==> config.mk <==
export PLATFORM = sky130hd
export DESIGN_NAME = eof_txn_gate
export DESIGN_NICKNAME = d
export VERILOG_FILES = /design/src/rtl/eof_gate_pkg.sv /design/src/rtl/eof_bit_timer.sv /design/src/rtl/eof_sample_point.sv /design/src/rtl/eof_start_judge.sv /design/src/rtl/eof_txn_gate.sv
export SDC_FILE = /design/constraint.sdc
export NUM_CORES = 1
export LEC_CHECK = 0
export ABC_CLOCK_PERIOD_IN_PS = 2600
export BUFFER_PORTS_ARGS = -buffer_cell sky130_fd_sc_hd__clkbuf_2
export CAP_MARGIN = 20
export CORE_ASPECT_RATIO = 0.75
export CORE_UTILIZATION = 57
export CTS_CLUSTER_SIZE = 16
export DETAILED_ROUTE_END_ITERATION = 8
export GPL_ROUTABILITY_DRIVEN = 0
export PLACE_DENSITY = 0.77
export SLEW_MARGIN = 20
export SYNTH_ARGS = -nofsm -noshare
export SYNTH_HDL_FRONTEND = slang
export SYNTH_SLANG_ARGS = --single-unit
export TNS_END_PERCENT = 30
==> constraint.sdc <==
create_clock -name clk -period 2.6 [get_ports clk]
set_clock_uncertainty 0.2 [all_clocks]
set_input_delay 0.26 -clock clk [delete_from_list [all_inputs] [get_ports clk]]
set_output_delay 0.26 -clock clk [all_outputs]
set_load 0.01 [all_outputs]
==> src/rtl/eof_gate_pkg.sv <==
// Package: shared types and helper function for the late-frame start gate.
// Assumes: a guard is always smaller than the frame length.
package eof_gate_pkg;

    typedef enum logic {
        PKT_32 = 1'b0,
        PKT_64 = 1'b1
    } pkt_size_e;

    // Returns the bit position at which new starts stop being allowed.
    function automatic int unsigned cut_point(input int unsigned frame_bits,
                                              input int unsigned guard);
        return frame_bits - guard;
    endfunction

endpackage

==> src/rtl/eof_bit_timer.sv <==
// Module: counts bit times inside a frame and flags arrival at the last one.
// Assumes: frame_start and bit_tick are synchronous single-cycle strobes;
// the count stops at the last bit time until the next frame starts.
module eof_bit_timer #(
    parameter int unsigned FRAME_BITS = 12000,
    localparam int unsigned POS_W     = $clog2(FRAME_BITS),
    localparam int unsigned LAST_POS  = FRAME_BITS - 1
) (
    input  logic             clk,
    input  logic             rst_n,
    input  logic             frame_start,
    input  logic             bit_tick,
    output logic [POS_W-1:0] pos,
    output logic             frame_end
);

    localparam logic [POS_W-1:0] LAST_V = POS_W'(LAST_POS);
    localparam logic [POS_W-1:0] PRE_V  = POS_W'(LAST_POS - 1);

    // Purpose: reload on frame start, count ticks, stop at the last bit time.
    always_ff @(posedge clk) begin
        if (!rst_n) begin
            pos <= LAST_V;
        end else if (frame_start) begin
            pos <= '0;
        end else if (bit_tick && pos != LAST_V) begin
            pos <= pos + 1'b1;
        end
    end

    // Purpose: one-cycle pulse when the count steps onto the last bit time.
    always_ff @(posedge clk) begin
        if (!rst_n) begin
            frame_end <= 1'b0;
        end else begin
            frame_end <= !frame_start && bit_tick && (pos == PRE_V);
        end
    end


    pos_bound_chk: assert property (@(posedge clk) disable iff (!rst_n)
        pos <= LAST_V);


    reload_chk: assert property (@(posedge clk) disable iff (!rst_n)
        frame_start |=> pos == '0);


    end_pulse_chk: assert property (@(posedge clk) disable iff (!rst_n)
        frame_end |=> !frame_end);


    end_at_last_chk: assert property (@(posedge clk) disable iff (!rst_n)
        frame_end |-> pos == LAST_V);

endmodule

==> src/rtl/eof_sample_point.sv <==
// Module: holds the packet-size selection for the frame and provides the
// sample point that applies in the current cycle.
// Assumes: in a frame-start cycle, the incoming select is already in force.
module eof_sample_point
    import eof_gate_pkg::*;
#(
    parameter int unsigned FRAME_BITS = 12000,
    parameter int unsigned GUARD_32   = 420,
    parameter int unsigned GUARD_64   = 760,
    localparam int unsigned POS_W     = $clog2(FRAME_BITS)
) (
    input  logic             clk,
    input  logic             rst_n,
    input  logic             frame_start,
    input  logic             big_pkt_sel,
    output logic [POS_W-1:0] sample_pt
);

    localparam int unsigned N_SIZES = 2;
    localparam int unsigned GUARDS [N_SIZES] = '{GUARD_32, GUARD_64};

    logic [POS_W-1:0] pt_table [N_SIZES];
    pkt_size_e        size_q;
    pkt_size_e        size_now;

    // Purpose: one cut point per packet size, built from the guard list.
    for (genvar g = 0; g < N_SIZES; g++) begin : g_pt
        assign pt_table[g] = POS_W'(cut_point(FRAME_BITS, GUARDS[g]));
    end

    // Purpose: latch the size selection only when a frame begins.
    always_ff @(posedge clk) begin
        if (!rst_n) begin
            size_q <= PKT_32;
        end else if (frame_start) begin
            size_q <= pkt_size_e'(big_pkt_sel);
        end
    end

    // Purpose: a frame-start cycle already uses the new selection.
    always_comb begin
        size_now  = frame_start ? pkt_size_e'(big_pkt_sel) : size_q;
        sample_pt = pt_table[size_now];
    end

    initial begin
        if (GUARD_64 <= GUARD_32 || GUARD_64 >= FRAME_BITS)
            $error("guards must satisfy GUARD_32 < GUARD_64 < FRAME_BITS");
    end


    size_hold_chk: assert property (@(posedge clk) disable iff (!rst_n)
        !frame_start |=> $stable(size_q));

endmodule

==> src/rtl/eof_start_judge.sv <==
// Module: answers each start request one cycle later with grant or deny.
// Assumes: pos and sample_pt already reflect a frame start in the same cycle.
module eof_start_judge #(
    parameter int unsigned FRAME_BITS = 12000,
    localparam int unsigned POS_W     = $clog2(FRAME_BITS)
) (
    input  logic             clk,
    input  logic             rst_n,
    input  logic             frame_start,
    input  logic             start_req,
    input  logic [POS_W-1:0] pos,
    input  logic [POS_W-1:0] sample_pt,
    output logic             start_grant,
    output logic             start_deny
);

    logic [POS_W-1:0] pos_now;
    logic             room_left;

    // Purpose: position as seen by a request, treating frame start as zero.
    always_comb begin
        pos_now   = frame_start ? '0 : pos;
        room_left = pos_now < sample_pt;
    end

    // Purpose: register the decision for the request of this cycle.
    always_ff @(posedge clk) begin
        if (!rst_n) begin
            start_grant <= 1'b0;
            start_deny  <= 1'b0;
        end else begin
            start_grant <= start_req && room_left;
            start_deny  <= start_req && !room_left;
        end
    end


    one_answer_chk: assert property (@(posedge clk) disable iff (!rst_n)
        start_req |=> (start_grant ^ start_deny));


    quiet_chk: assert property (@(posedge clk) disable iff (!rst_n)
        !start_req |=> !start_grant && !start_deny);

endmodule

==> src/rtl/eof_txn_gate.sv <==
// Module: top of the late-frame start gate. Tracks bit time within a frame
// and refuses transaction starts at or after the selected sample point.
// Assumes: one frame_start per frame; bit_tick at the bus bit rate.
module eof_txn_gate #(
    parameter int unsigned FRAME_BITS = 12000,
    parameter int unsigned GUARD_32   = 420,
    parameter int unsigned GUARD_64   = 760
) (
    input  logic clk,
    input  logic rst_n,
    input  logic frame_start,
    input  logic bit_tick,
    input  logic big_pkt_sel,
    input  logic start_req,
    output logic start_grant,
    output logic start_deny,
    output logic frame_end
);

    localparam int unsigned POS_W = $clog2(FRAME_BITS);

    logic [POS_W-1:0] pos;
    logic [POS_W-1:0] sample_pt;

    eof_bit_timer #(.FRAME_BITS(FRAME_BITS)) u_timer (
        .clk         (clk),
        .rst_n       (rst_n),
        .frame_start (frame_start),
        .bit_tick    (bit_tick),
        .pos         (pos),
        .frame_end   (frame_end)
    );

    eof_sample_point #(
        .FRAME_BITS (FRAME_BITS),
        .GUARD_32   (GUARD_32),
        .GUARD_64   (GUARD_64)
    ) u_point (
        .clk         (clk),
        .rst_n       (rst_n),
        .frame_start (frame_start),
        .big_pkt_sel (big_pkt_sel),
        .sample_pt   (sample_pt)
    );

    eof_start_judge #(.FRAME_BITS(FRAME_BITS)) u_judge (
        .clk         (clk),
        .rst_n       (rst_n),
        .frame_start (frame_start),
        .start_req   (start_req),
        .pos         (pos),
        .sample_pt   (sample_pt),
        .start_grant (start_grant),
        .start_deny  (start_deny)
    );


    late_deny_chk: assert property (@(posedge clk) disable iff (!rst_n)
        (start_req && !frame_start && pos >= sample_pt) |=> start_deny);


    fresh_grant_chk: assert property (@(posedge clk) disable iff (!rst_n)
        (start_req && frame_start) |=> start_grant);

endmodule

==> impl_metrics.xml, run 1 <==
<?xml version="1.0" encoding="UTF-8"?>
<metrics>
  <group name="status">
    <metric name="run_status" unit="">completed</metric>
  </group>
  <group name="place">
    <metric name="placed_wire_length_estimate" unit="um">1820</metric>
    <metric name="io_buffer_count" unit="">8</metric>
  </group>
  <group name="synthesis">
    <metric name="async_reset_ff_share" unit="%">0</metric>
    <metric name="synth.top_cells.by_area" unit="">sky130_fd_sc_hd__dfxtp_1, sky130_fd_sc_hd__ha_1, sky130_fd_sc_hd__xnor2_1</metric>
    <metric name="netlist_top_cells_count" unit="">sky130_fd_sc_hd__dfxtp_1, sky130_fd_sc_hd__nand2_1, sky130_fd_sc_hd__nand3_1, sky130_fd_sc_hd__o21ai_0</metric>
    <metric name="synth_nets" unit="">137</metric>
    <metric name="synth-xor-area-share" unit="%">7.47</metric>
    <metric name="post_synth_mux_area_share" unit="%">0.949</metric>
    <metric name="combinational_family_with_the_most_area_after_synthesis" unit="">simple AND/OR/NAND/NOR gates</metric>
    <metric name="yosysWarnings" unit="">0</metric>
    <metric name="post_synth.cell_area_avg" unit="um^2">8.51</metric>
    <metric name="ys_types" unit="">34</metric>
    <metric name="mappedNetlistArea" unit="um^2">1050</metric>
    <metric name="synth_compound_area_share" unit="%">12.5</metric>
    <metric name="synth_adder_area_share" unit="%">8.30</metric>
    <metric name="synth_cells" unit="">124</metric>
    <metric name="synth_top_cell_area_share" unit="%">34.2</metric>
    <metric name="yosysSeqAreaShare" unit="%">34.2</metric>
    <metric name="synth-seq-cells" unit="">18</metric>
    <metric name="number_of_flops_mapped_to_enable_cells_by_yosys" unit="">0</metric>
    <metric name="synth_most_common_cell" unit="">sky130_fd_sc_hd__dfxtp_1</metric>
    <metric name="yosys_most_used_dff" unit="">sky130_fd_sc_hd__dfxtp_1</metric>
    <metric name="synth-simple-area-share" unit="%">33.5</metric>
    <metric name="netlist.top_cell.by_area" unit="">sky130_fd_sc_hd__dfxtp_1</metric>
  </group>
  <group name="floorplanning">
    <metric name="die-width" unit="um">51.7</metric>
    <metric name="initial_utilization" unit="%">60.6</metric>
    <metric name="placement_rows" unit="">13</metric>
    <metric name="ioPinCount" unit="">9</metric>
    <metric name="die_area" unit="um^2">2030</metric>
    <metric name="core" unit="um^2">1740</metric>
    <metric name="die_y" unit="um">39.3</metric>
  </group>
  <group name="global_routing">
    <metric name="grtUsageTotal" unit="%">27.5</metric>
    <metric name="first_global_vias" unit="">840</metric>
    <metric name="antenna_violations_before_repair" unit="">0</metric>
    <metric name="grt_max_degree" unit="">20</metric>
    <metric name="grt_remaining_overflow" unit="">0</metric>
    <metric name="grt_pass1_wl" unit="um">3940</metric>
  </group>
  <group name="drt">
    <metric name="route.antenna.remaining_nets" unit="">0</metric>
    <metric name="postRouteWirelength" unit="um">2490</metric>
    <metric name="vias_per_cell" unit="">6.32</metric>
    <metric name="drt_pass_1_iters" unit="">4</metric>
    <metric name="drtIter0Drc" unit="">25</metric>
    <metric name="remaining_drc_errors" unit="">0</metric>
    <metric name="detail_route.wl_per_cell" unit="um">15.8</metric>
    <metric name="via_count" unit="">999</metric>
  </group>
  <group name="hold_path">
    <metric name="hold_path.class" unit="">in2reg</metric>
    <metric name="worst_hold_path.endpoint" unit="">u_timer.pos[3]$_SDFFE_PN1P_</metric>
    <metric name="whs_path_depth" unit="">2</metric>
    <metric name="worstHoldStart" unit="">rst_n</metric>
  </group>
  <group name="pwr">
    <metric name="p_sw_share" unit="%">29.1</metric>
    <metric name="comb_power_share" unit="%">17.8</metric>
    <metric name="power_report.internal_total" unit="mW">0.426</metric>
    <metric name="p_seq_share" unit="%">53.0</metric>
    <metric name="power.net_switching" unit="mW">0.174</metric>
    <metric name="peakVddDrop" unit="mV">0.436</metric>
    <metric name="leakagePower" unit="nW">0.468</metric>
    <metric name="p_clk_share" unit="%">29.2</metric>
    <metric name="pwr_density_cell" unit="nW/um^2">512</metric>
  </group>
  <group name="timing">
    <metric name="min_period_over_period" unit="%">77.8</metric>
    <metric name="slew_viol_final" unit="">0</metric>
    <metric name="max_clock_freq" unit="MHz">494</metric>
    <metric name="number_of_failing_setup_endpoints_in_the_final_timing_report" unit="">0</metric>
    <metric name="tightest_slew" unit="ps">308</metric>
    <metric name="setup_tns" unit="ps">0</metric>
    <metric name="grt_setup_unrepaired" unit="">false</metric>
    <metric name="min_period" unit="ps">2020</metric>
    <metric name="worst_slew_margin_rel" unit="%">79.2</metric>
    <metric name="total_count_of_hold_check_failures_in_the_final_report" unit="">0</metric>
    <metric name="timing.hold.ws" unit="ps">114</metric>
  </group>
  <group name="worst_setup_path">
    <metric name="worstPathRequired" unit="ps">2600</metric>
    <metric name="crit_start" unit="">u_point.size_q$_SDFF_PN0_</metric>
    <metric name="cp-end-kind" unit="">register</metric>
    <metric name="setup.worst_path.start_class" unit="">register</metric>
    <metric name="reg2reg_slack" unit="ps">580</metric>
    <metric name="maximum_fanout_along_the_worst_path" unit="">4</metric>
    <metric name="path_cells" unit="">mux2i_1 -&gt; buf_4 -&gt; ha_1 -&gt; a21oi_1 -&gt; nor2_1 -&gt; o311a_1 -&gt; and3_1</metric>
    <metric name="critical_path_arrival" unit="ps">2030</metric>
    <metric name="reg2regPathDepth" unit="">7</metric>
    <metric name="reg2reg_to" unit="">u_judge.start_deny$_SDFF_PN0_</metric>
    <metric name="crit_path_top_delay_cell" unit="">sky130_fd_sc_hd__dfxtp_1</metric>
    <metric name="worst_r2r_startpoint" unit="">u_point.size_q$_SDFF_PN0_</metric>
    <metric name="setup_cp_type" unit="">reg2reg</metric>
    <metric name="worst_path_largest_cell_delay" unit="ps">380</metric>
  </group>
  <group name="clock_network">
    <metric name="clock-sinks" unit="">18</metric>
    <metric name="clock_tree.root_cell" unit="">sky130_fd_sc_hd__clkbuf_4</metric>
    <metric name="clkLatencyLatePin" unit="ps">300</metric>
    <metric name="cts_tree" unit="">yes</metric>
    <metric name="post_cts.resized_instances" unit="">0</metric>
    <metric name="clk_pin_slew" unit="ps">100</metric>
    <metric name="cts-buffers-inserted" unit="">3</metric>
    <metric name="clockBufferDepth" unit="">2</metric>
    <metric name="cts_htree_levels" unit="">1</metric>
  </group>
  <group name="layout">
    <metric name="finish.net_count" unit="">150</metric>
    <metric name="multiInputGateArea" unit="um^2">661</metric>
    <metric name="seq_area" unit="um^2">360</metric>
    <metric name="layout-area-overhead-vs-synth" unit="%">11.2</metric>
    <metric name="final.fill_count" unit="">152</metric>
    <metric name="post_route_cells_drive_above_1_share" unit="%">14.7</metric>
    <metric name="antenna_diodes" unit="">0</metric>
  </group>
  <group name="job">
    <metric name="drv.max_cap_violation_count" unit="">0</metric>
  </group>
</metrics>
## repair_timing
action                                 4_1_cts  5_1_grt
hold buffers                                 1        0
buffers inserted                             0        0
endpoints found under the hold margin        1        0
## through the flow
step | setup WS [ps] | utilization [%] | total power [mW] | cell area, um^2 | std cells
3_3_place_gp | 628 | 64.7 | 0.420 | 1130 | 153
2_1_floorplan | 315 | - | 0.392 | 1050 | 124
6_report | 576 | 67.4 | 0.600 | 1170 | 158
5_1_grt | 551 | 67.4 | 0.632 | 1170 | 158
3_5_place_dp | 569 | 64.7 | 0.426 | 1130 | 153
4_1_cts | 633 | 67.4 | 0.602 | 1170 | 158
## critical path, delay by kind of cell (launching register included)
| family | cells | cell delay, ps |
|---|---|---|
| compound gates | 2 | 510 |
| fa+ha+maj | 1 | 310 |
| buf+inv | 1 | 160 |
| flops | 1 | 380 |
| mux | 1 | 100 |
| simple gates | 2 | 260 |
## cell usage in the layout (no fill, tap or decap), types with 2 or more instances in the layout
master                      n
sky130_fd_sc_hd__o21ai_0   10
sky130_fd_sc_hd__xor2_1     2
sky130_fd_sc_hd__nor2b_1    7
sky130_fd_sc_hd__nand4_1    6
sky130_fd_sc_hd__xnor2_1    7
sky130_fd_sc_hd__nor3_1     2
sky130_fd_sc_hd__buf_4      2
sky130_fd_sc_hd__clkbuf_4   3
sky130_fd_sc_hd__inv_1      6
sky130_fd_sc_hd__and4_1     3
sky130_fd_sc_hd__nor4_1     3
sky130_fd_sc_hd__a21oi_1    5
sky130_fd_sc_hd__dfxtp_1   18
sky130_fd_sc_hd__a41oi_1    2
sky130_fd_sc_hd__nor2_1     6
sky130_fd_sc_hd__clkbuf_2   8
sky130_fd_sc_hd__nand2_1   10
sky130_fd_sc_hd__nand3_1   10
sky130_fd_sc_hd__ha_1       7
## cell type report
type	instances	area share [%]
repair buffers	11	5.55
flip-flops and latches	18	30.7
inverters	6	1.92
clock buffers	4	3.09
multi-input cells	97	56.4
well taps	22	2.35
## worst max path at each step
stage	to	slack [ps]	cells past startpoint
2_1_floorplan	u_judge.start_deny$_SDFF_PN0_	320	8
3_3_place_gp	u_judge.start_deny$_SDFF_PN0_	630	8
3_5_place_dp	u_judge.start_deny$_SDFF_PN0_	570	8
4_1_cts	u_judge.start_deny$_SDFF_PN0_	630	7
5_1_grt	u_judge.start_deny$_SDFF_PN0_	550	7
6_report	u_judge.start_deny$_SDFF_PN0_	580	7
## flip-flops by register name, summed over array words and instances, names as in the netlist
signal	cells
u_timer.pos	14
u_timer.frame_end	1
u_point.size_q	1
u_judge.start_deny	1
u_judge.start_grant	1
## logic make-up (layout without fill, tap and decap cells)
kind of cell,count (synthesis),count (layout)
adder cells (fa/ha/maj),7,7
AO/OA/AOI/OAI,22,22
multiplexers,1,1
XOR/XNOR,9,9
buffers and inverters,9,21
flip-flops,18,18
AND/OR/NAND/NOR,58,58
## power by group through the flow
stage               logic [mW]  registers, mW  clock network, mW
finish                   0.107          0.318              0.175
global route             0.119          0.321              0.192
CTS                      0.105          0.317              0.180
detailed placement       0.102          0.323                  0
global placement        0.0981          0.322                  0
floorplan               0.0757          0.317                  0
## routing by layer
metal | part of all wire [%] | global-route usage [%] | wire, um
met1 | 49 | 36.3 | 1210
met2 | 44 | 42.5 | 1100
met3 | 5.9 | 8.14 | 148
met4 | 1.2 | 10.1 | 29
met5 | 0 | 0 | 0
Power figures use the tool's default switching activity.
==> run 2: changes to the inputs <==
Settings changed: ABC_CLOCK_PERIOD_IN_PS 2600 to 1760, CORE_UTILIZATION 57 to 52, PLACE_DENSITY 0.77 to 0.74.
Clock period 2.6 ns to 1.76 ns, I/O delays scaled along.
==> run 2 against run 1 <==
The flow now finishes with violations (setup timing). Sequential power is 44% higher. Non-clock buffer count grew 13. Sequential cell count unchanged. Register-to-register slack worse by 640 ps. Highest routed layer unchanged.
==> impl_metrics.xml, run 2 (synthesis gave the netlist of run 1 again) <==
<?xml version="1.0" encoding="UTF-8"?>
<metrics>
  <group name="worst_setup_path">
    <metric name="critical_path.n_buffers_inverters" unit="">1</metric>
    <metric name="worst_path_largest_cell_delay" unit="ps">350</metric>
    <metric name="critical_path_arrival" unit="ps">1830</metric>
    <metric name="reg2regPathDepth" unit="">7</metric>
    <metric name="cp-end-kind" unit="">register</metric>
    <metric name="timing.critical_path.max_delay_family" unit="">compound AO/OA/AOI/OAI gates</metric>
    <metric name="worstPathRequired" unit="ps">1760</metric>
    <metric name="setup_cp_type" unit="">reg2reg</metric>
    <metric name="worst-path-stages" unit="">7</metric>
    <metric name="path_cells" unit="">mux2i_4 -&gt; buf_6 -&gt; ha_4 -&gt; a21oi_2 -&gt; nor2_1 -&gt; o311a_1 -&gt; and3_1</metric>
    <metric name="setup.worst_path.start_class" unit="">register</metric>
    <metric name="crit_path_top_delay_cell" unit="">sky130_fd_sc_hd__dfxtp_2</metric>
    <metric name="maximum_fanout_along_the_worst_path" unit="">3</metric>
  </group>
  <group name="global_routing">
    <metric name="grt_pass1_wl" unit="um">4050</metric>
    <metric name="grt_max_degree" unit="">17</metric>
    <metric name="grt_remaining_overflow" unit="">0</metric>
    <metric name="first_global_vias" unit="">863</metric>
    <metric name="antenna_violations_before_repair" unit="">0</metric>
    <metric name="grtUsageTotal" unit="%">27.4</metric>
  </group>
  <group name="pwr">
    <metric name="report.power.total" unit="mW">0.891</metric>
    <metric name="pwr_density_cell" unit="nW/um^2">654</metric>
    <metric name="peakVddDrop" unit="mV">0.706</metric>
    <metric name="leakagePower" unit="nW">0.536</metric>
  </group>
  <group name="layout">
    <metric name="most_common_cell_after_layout_fill_and_taps_aside" unit="">sky130_fd_sc_hd__dfxtp_1</metric>
    <metric name="largest_register_ffs" unit="">14</metric>
    <metric name="finish.net_count" unit="">163</metric>
    <metric name="regMostFlops" unit="">u_timer.pos</metric>
    <metric name="final_area" unit="um^2">1360</metric>
    <metric name="final_util" unit="%">74.8</metric>
    <metric name="antenna_diodes" unit="">0</metric>
    <metric name="layout_common_cells" unit="">sky130_fd_sc_hd__dfxtp_1, sky130_fd_sc_hd__buf_4, sky130_fd_sc_hd__o21ai_0, sky130_fd_sc_hd__nand2_1, sky130_fd_sc_hd__nand3_1</metric>
    <metric name="post_route_cells_drive_above_1_share" unit="%">29.7</metric>
    <metric name="final.fill_count" unit="">128</metric>
    <metric name="layout-area-overhead-vs-synth" unit="%">29.2</metric>
  </group>
  <group name="drt">
    <metric name="detail_route.wl_per_cell" unit="um">16.1</metric>
    <metric name="via_count" unit="">1021</metric>
    <metric name="drtIter0Drc" unit="">43</metric>
    <metric name="postRouteWirelength" unit="um">2730</metric>
    <metric name="vias_per_cell" unit="">6.01</metric>
    <metric name="route.antenna.remaining_nets" unit="">0</metric>
    <metric name="remaining_drc_errors" unit="">0</metric>
    <metric name="drt_pass_1_iters" unit="">4</metric>
  </group>
  <group name="floorplanning">
    <metric name="die_y" unit="um">41.0</metric>
    <metric name="initial_utilization" unit="%">57.9</metric>
    <metric name="placement_rows" unit="">13</metric>
    <metric name="ioPinCount" unit="">9</metric>
    <metric name="core" unit="um^2">1820</metric>
    <metric name="die_area" unit="um^2">2210</metric>
    <metric name="die-width" unit="um">54.0</metric>
  </group>
  <group name="timing">
    <metric name="min_period_over_period" unit="%">104</metric>
    <metric name="number_of_failing_setup_endpoints_in_the_final_timing_report" unit="">1</metric>
    <metric name="max_clock_freq" unit="MHz">547</metric>
    <metric name="setup_tns" unit="ps">-67.1</metric>
    <metric name="slew_viol_final" unit="">0</metric>
    <metric name="final_critical_path_setup_slack" unit="ps">-67.1</metric>
    <metric name="min_period" unit="ps">1830</metric>
    <metric name="timing.hold.ws" unit="ps">39.6</metric>
    <metric name="grt_setup_unrepaired" unit="">true</metric>
    <metric name="tightest_slew" unit="ps">320</metric>
    <metric name="total_count_of_hold_check_failures_in_the_final_report" unit="">0</metric>
    <metric name="worst_slew_margin_rel" unit="%">78.5</metric>
  </group>
  <group name="clock_network">
    <metric name="cts-buffers-inserted" unit="">3</metric>
    <metric name="cts_htree_levels" unit="">1</metric>
    <metric name="clk_pin_slew" unit="ps">100</metric>
    <metric name="clockBufferDepth" unit="">2</metric>
    <metric name="clock-sinks" unit="">18</metric>
    <metric name="cts_tree" unit="">yes</metric>
    <metric name="clkLatencyLatePin" unit="ps">300</metric>
    <metric name="clock_tree.root_cell" unit="">sky130_fd_sc_hd__clkbuf_4</metric>
  </group>
  <group name="place">
    <metric name="placed_wire_length_estimate" unit="um">1840</metric>
    <metric name="io_buffer_count" unit="">8</metric>
    <metric name="placedInstanceArea" unit="um^2">1250</metric>
  </group>
  <group name="status">
    <metric name="violated_checks" unit="">setup timing</metric>
    <metric name="run_status" unit="">finished with violations</metric>
  </group>
  <group name="job">
    <metric name="drv.max_cap_violation_count" unit="">0</metric>
  </group>
  <group name="hold_path">
    <metric name="hold_path.class" unit="">in2reg</metric>
    <metric name="whs_path_depth" unit="">2</metric>
  </group>
</metrics>
[run 2: cell types whose count changed in the layout (fill, tap and decap cells not counted), sizes merged]
cell         previous run  this run
buf                     2        14
dlygate4sd3             1         2
clkbuf                 12        11
[run 2: worst reg2reg max path, delay by kind of cell, from the launching register on]
kind                     cells  cell delay [ps]
AO/OA/AOI/OAI                2              450
adder cells (fa/ha/maj)      1              200
buffers and inverters        1              160
flip-flops                   1              350
multiplexers                 1              190
AND/OR/NAND/NOR              2              180
[run 2: area by class of cell]
cell class,instances,area (um^2),area share (%)
tap,22,27.5,2.02
inverter,6,22.5,1.65
multi-input combinational,97,759,55.7
sequential,18,362,26.5
timing repair buffer,24,169,12.4
clock buffer,3,22.5,1.65
[run 2: metal layers]
layer / part of all wire [%] / global-route usage (%)
met1: 45 / 35.7
met2: 48 / 43.5
met3: 6.4 / 8.89
met4: 0.48 / 7.69
met5: 0 / 0
[run 2: report_power, final]
group          internal, mW  switching [mW]
Clock                0.0798           0.125
Sequential            0.432          0.0268
Combinational         0.108           0.120
Total                 0.619           0.272
[run 2: metrics by stage]
stage | worst slack (ps) | std cells
2_1_floorplan | -68.8 | 124
3_3_place_gp | -136 | 164
3_5_place_dp | -199 | 164
4_1_cts | -69.5 | 170
5_1_grt | -116 | 170
6_report | -67.1 | 170
[run 2: path summary, 6_finish.rpt]
path / startpoint / endpoint / slack (ps)
setup / recovery: u_point.size_q$_SDFF_PN0_ / u_judge.start_deny$_SDFF_PN0_ / -70
hold / removal: rst_n / u_timer.pos[3]$_SDFFE_PN1P_ / 40
setup reg to reg: u_point.size_q$_SDFF_PN0_ / u_judge.start_deny$_SDFF_PN0_ / -70
hold reg to reg: u_timer.pos[5]$_SDFFE_PP0N_ / u_timer.pos[5]$_SDFFE_PP0N_ / 400
[run 2: repair_timing]
item / in CTS / in global routing
buffers inserted: 1 / 0
endpoints found under the setup margin: 2 / 4
hold buffers: 2 / 0
pin swaps: 3 / 2
gates resized for setup: 5 / 6
endpoints found under the hold margin: 3 / 0
==> run 3: changes to the inputs <==
Settings changed: MAX_ROUTING_LAYER from default to met4.
==> run 3 against run 2 <==
The run still ends with setup timing left. Sequential cell count stayed put. Combinational power hardly changed. Clock power hardly changed. Total power hardly changed. Worst setup slack worse by 6.6 ps. Critical path type unchanged. Routed wire length is 1.1% lower. Hold slack hardly changed. Global-route usage is 0.65 points higher.
==> impl_metrics.xml, run 3 (synthesis gave the netlist of run 1 again) <==
<?xml version="1.0" encoding="UTF-8"?>
<metrics>
  <group name="floorplanning">
    <metric name="initial_utilization" unit="%">57.9</metric>
    <metric name="die_area" unit="um^2">2210</metric>
    <metric name="core" unit="um^2">1820</metric>
    <metric name="die-width" unit="um">54.0</metric>
    <metric name="ioPinCount" unit="">9</metric>
    <metric name="die_y" unit="um">41.0</metric>
    <metric name="placement_rows" unit="">13</metric>
  </group>
  <group name="drt">
    <metric name="drtIter0Drc" unit="">53</metric>
    <metric name="drt_pass_1_iters" unit="">4</metric>
    <metric name="route.antenna.remaining_nets" unit="">0</metric>
    <metric name="remaining_drc_errors" unit="">0</metric>
    <metric name="detail_route.wl_per_cell" unit="um">15.9</metric>
    <metric name="via_count" unit="">1039</metric>
    <metric name="vias_per_cell" unit="">6.11</metric>
    <metric name="postRouteWirelength" unit="um">2700</metric>
  </group>
  <group name="clock_network">
    <metric name="clock_tree.root_cell" unit="">sky130_fd_sc_hd__clkbuf_4</metric>
    <metric name="clk_pin_slew" unit="ps">100</metric>
    <metric name="cts-buffers-inserted" unit="">3</metric>
    <metric name="clock-sinks" unit="">18</metric>
    <metric name="cts_tree" unit="">yes</metric>
    <metric name="clkLatencyLatePin" unit="ps">300</metric>
    <metric name="clockBufferDepth" unit="">2</metric>
    <metric name="cts_htree_levels" unit="">1</metric>
  </group>
  <group name="timing">
    <metric name="total_count_of_hold_check_failures_in_the_final_report" unit="">0</metric>
    <metric name="number_of_failing_setup_endpoints_in_the_final_timing_report" unit="">2</metric>
    <metric name="final_critical_path_setup_slack" unit="ps">-73.7</metric>
    <metric name="slew_viol_final" unit="">0</metric>
    <metric name="timing.hold.ws" unit="ps">39.7</metric>
    <metric name="grt_setup_unrepaired" unit="">true</metric>
    <metric name="min_period_over_period" unit="%">104</metric>
    <metric name="tightest_slew" unit="ps">326</metric>
    <metric name="worst_slew_margin_rel" unit="%">78.1</metric>
    <metric name="max_clock_freq" unit="MHz">545</metric>
    <metric name="min_period" unit="ps">1830</metric>
  </group>
  <group name="global_routing">
    <metric name="grt_max_degree" unit="">17</metric>
    <metric name="grt_remaining_overflow" unit="">0</metric>
    <metric name="grtUsageTotal" unit="%">28.0</metric>
    <metric name="grt_pass1_wl" unit="um">4040</metric>
    <metric name="antenna_violations_before_repair" unit="">0</metric>
    <metric name="first_global_vias" unit="">864</metric>
  </group>
  <group name="pwr">
    <metric name="p_sw_share" unit="%">30.5</metric>
    <metric name="pwr_density_cell" unit="nW/um^2">654</metric>
    <metric name="p_clk_share" unit="%">23.0</metric>
    <metric name="peakVddDrop" unit="mV">0.704</metric>
    <metric name="comb_power_share" unit="%">25.6</metric>
    <metric name="leakagePower" unit="nW">0.536</metric>
    <metric name="p_seq_share" unit="%">51.5</metric>
    <metric name="power_report.internal_total" unit="mW">0.619</metric>
    <metric name="power.net_switching" unit="mW">0.271</metric>
    <metric name="report.power.total" unit="mW">0.891</metric>
  </group>
  <group name="hold_path">
    <metric name="worst_hold_path.endpoint" unit="">u_timer.pos[3]$_SDFFE_PN1P_</metric>
    <metric name="whs_path_depth" unit="">2</metric>
    <metric name="hold_path.class" unit="">in2reg</metric>
    <metric name="worstHoldStart" unit="">rst_n</metric>
  </group>
  <group name="place">
    <metric name="dp_cells" unit="">164</metric>
    <metric name="pre_cts_ws" unit="ps">-199</metric>
    <metric name="placed_wire_length_estimate" unit="um">1840</metric>
    <metric name="io_buffer_count" unit="">8</metric>
  </group>
  <group name="layout">
    <metric name="largest_register_ffs" unit="">14</metric>
    <metric name="most_common_cell_after_layout_fill_and_taps_aside" unit="">sky130_fd_sc_hd__dfxtp_1</metric>
    <metric name="final_util" unit="%">74.8</metric>
    <metric name="regMostFlops" unit="">u_timer.pos</metric>
    <metric name="layout_common_cells" unit="">sky130_fd_sc_hd__dfxtp_1, sky130_fd_sc_hd__buf_4, sky130_fd_sc_hd__o21ai_0, sky130_fd_sc_hd__nand2_1, sky130_fd_sc_hd__nand3_1</metric>
    <metric name="finalNonFillerCells" unit="">170</metric>
    <metric name="antenna_diodes" unit="">0</metric>
    <metric name="post_route_cells_drive_above_1_share" unit="%">29.7</metric>
    <metric name="final.fill_count" unit="">128</metric>
    <metric name="layout-area-overhead-vs-synth" unit="%">29.2</metric>
    <metric name="finish.net_count" unit="">163</metric>
  </group>
  <group name="status">
    <metric name="run_status" unit="">finished with violations</metric>
    <metric name="violated_checks" unit="">setup timing</metric>
  </group>
  <group name="worst_setup_path">
    <metric name="critical_path.n_buffers_inverters" unit="">1</metric>
    <metric name="reg2reg_slack" unit="ps">-70</metric>
    <metric name="timing.critical_path.max_delay_family" unit="">compound AO/OA/AOI/OAI gates</metric>
    <metric name="cp-end-kind" unit="">register</metric>
    <metric name="setup_cp_type" unit="">reg2reg</metric>
    <metric name="reg2reg_to" unit="">u_judge.start_deny$_SDFF_PN0_</metric>
    <metric name="path_cells" unit="">mux2i_4 -&gt; buf_6 -&gt; ha_4 -&gt; a21oi_2 -&gt; nor2_1 -&gt; o311a_1 -&gt; and3_1</metric>
    <metric name="worst_path_largest_cell_delay" unit="ps">350</metric>
    <metric name="worst_r2r_startpoint" unit="">u_point.size_q$_SDFF_PN0_</metric>
    <metric name="maximum_fanout_along_the_worst_path" unit="">3</metric>
    <metric name="reg2regPathDepth" unit="">7</metric>
    <metric name="crit_path_top_delay_cell" unit="">sky130_fd_sc_hd__dfxtp_2</metric>
    <metric name="critical_path_arrival" unit="ps">1840</metric>
    <metric name="setup.worst_path.start_class" unit="">register</metric>
    <metric name="worstPathRequired" unit="ps">1760</metric>
  </group>
  <group name="job">
    <metric name="drv.max_cap_violation_count" unit="">0</metric>
  </group>
</metrics>
-- run 3: cell counts in the layout (fill, tap and decap cells not counted) --
No cell type changed its count.
-- run 3: cell type report --
cell class              instances  area, um^2  share of cell area [%]
clock buffers                   3        22.5                    1.65
inverters                       6        22.5                    1.65
multi-input cells              97         759                    55.7
flip-flops and latches         18         362                    26.5
well taps                      22        27.5                    2.02
repair buffers                 24         169                    12.4
-- run 3: timing repair --
action,4_1_cts,5_1_grt
endpoints found under the hold margin,3,0
hold buffers,2,0
pin swaps,3,2
setup endpoints to repair,2,4
resized for setup,5,6
gates cloned,0,0
buffers inserted,1,0
-- run 3: worst max path at each step --
| stage | cells past startpoint | slack (ps) | endpoint | startpoint |
|---|---|---|---|---|
| 6_report | 7 | -70 | u_judge.start_deny$_SDFF_PN0_ | u_point.size_q$_SDFF_PN0_ |
| 5_1_grt | 7 | -120 | u_judge.start_deny$_SDFF_PN0_ | u_point.size_q$_SDFF_PN0_ |
| 4_1_cts | 7 | -70 | u_judge.start_deny$_SDFF_PN0_ | u_point.size_q$_SDFF_PN0_ |
| 3_5_place_dp | 8 | -200 | u_judge.start_deny$_SDFF_PN0_ | frame_start |
| 3_3_place_gp | 8 | -140 | u_judge.start_deny$_SDFF_PN0_ | frame_start |
| 2_1_floorplan | 8 | -70 | u_judge.start_deny$_SDFF_PN0_ | frame_start |
-- run 3: power groups by stage --
stage               logic [mW]  registers [mW]  clock network [mW]
global placement         0.188           0.465                   0
CTS                      0.213           0.457               0.211
floorplan                0.126           0.468                   0
detailed placement       0.195           0.465                   0
global route             0.250           0.461               0.226
finish                   0.228           0.458               0.205
-- run 3: metal layers --
layer  vias to the layer above  GRT usage, %  share of wire, %
met5                         -             -                 0
met4                         0          7.69                 0
met3                         0          8.89               9.0
met2                        52          44.1                48
met1                       472          34.8                43
li1                        515             -                 -
-- run 3: through the flow --
stage	instance area (um^2)	setup TNS, ps
global route	1360	-169
CTS	1320	-95.1
global placement	1250	-199
finish	1360	-75.7
floorplan	1110	-68.8
detailed placement	1250	-337
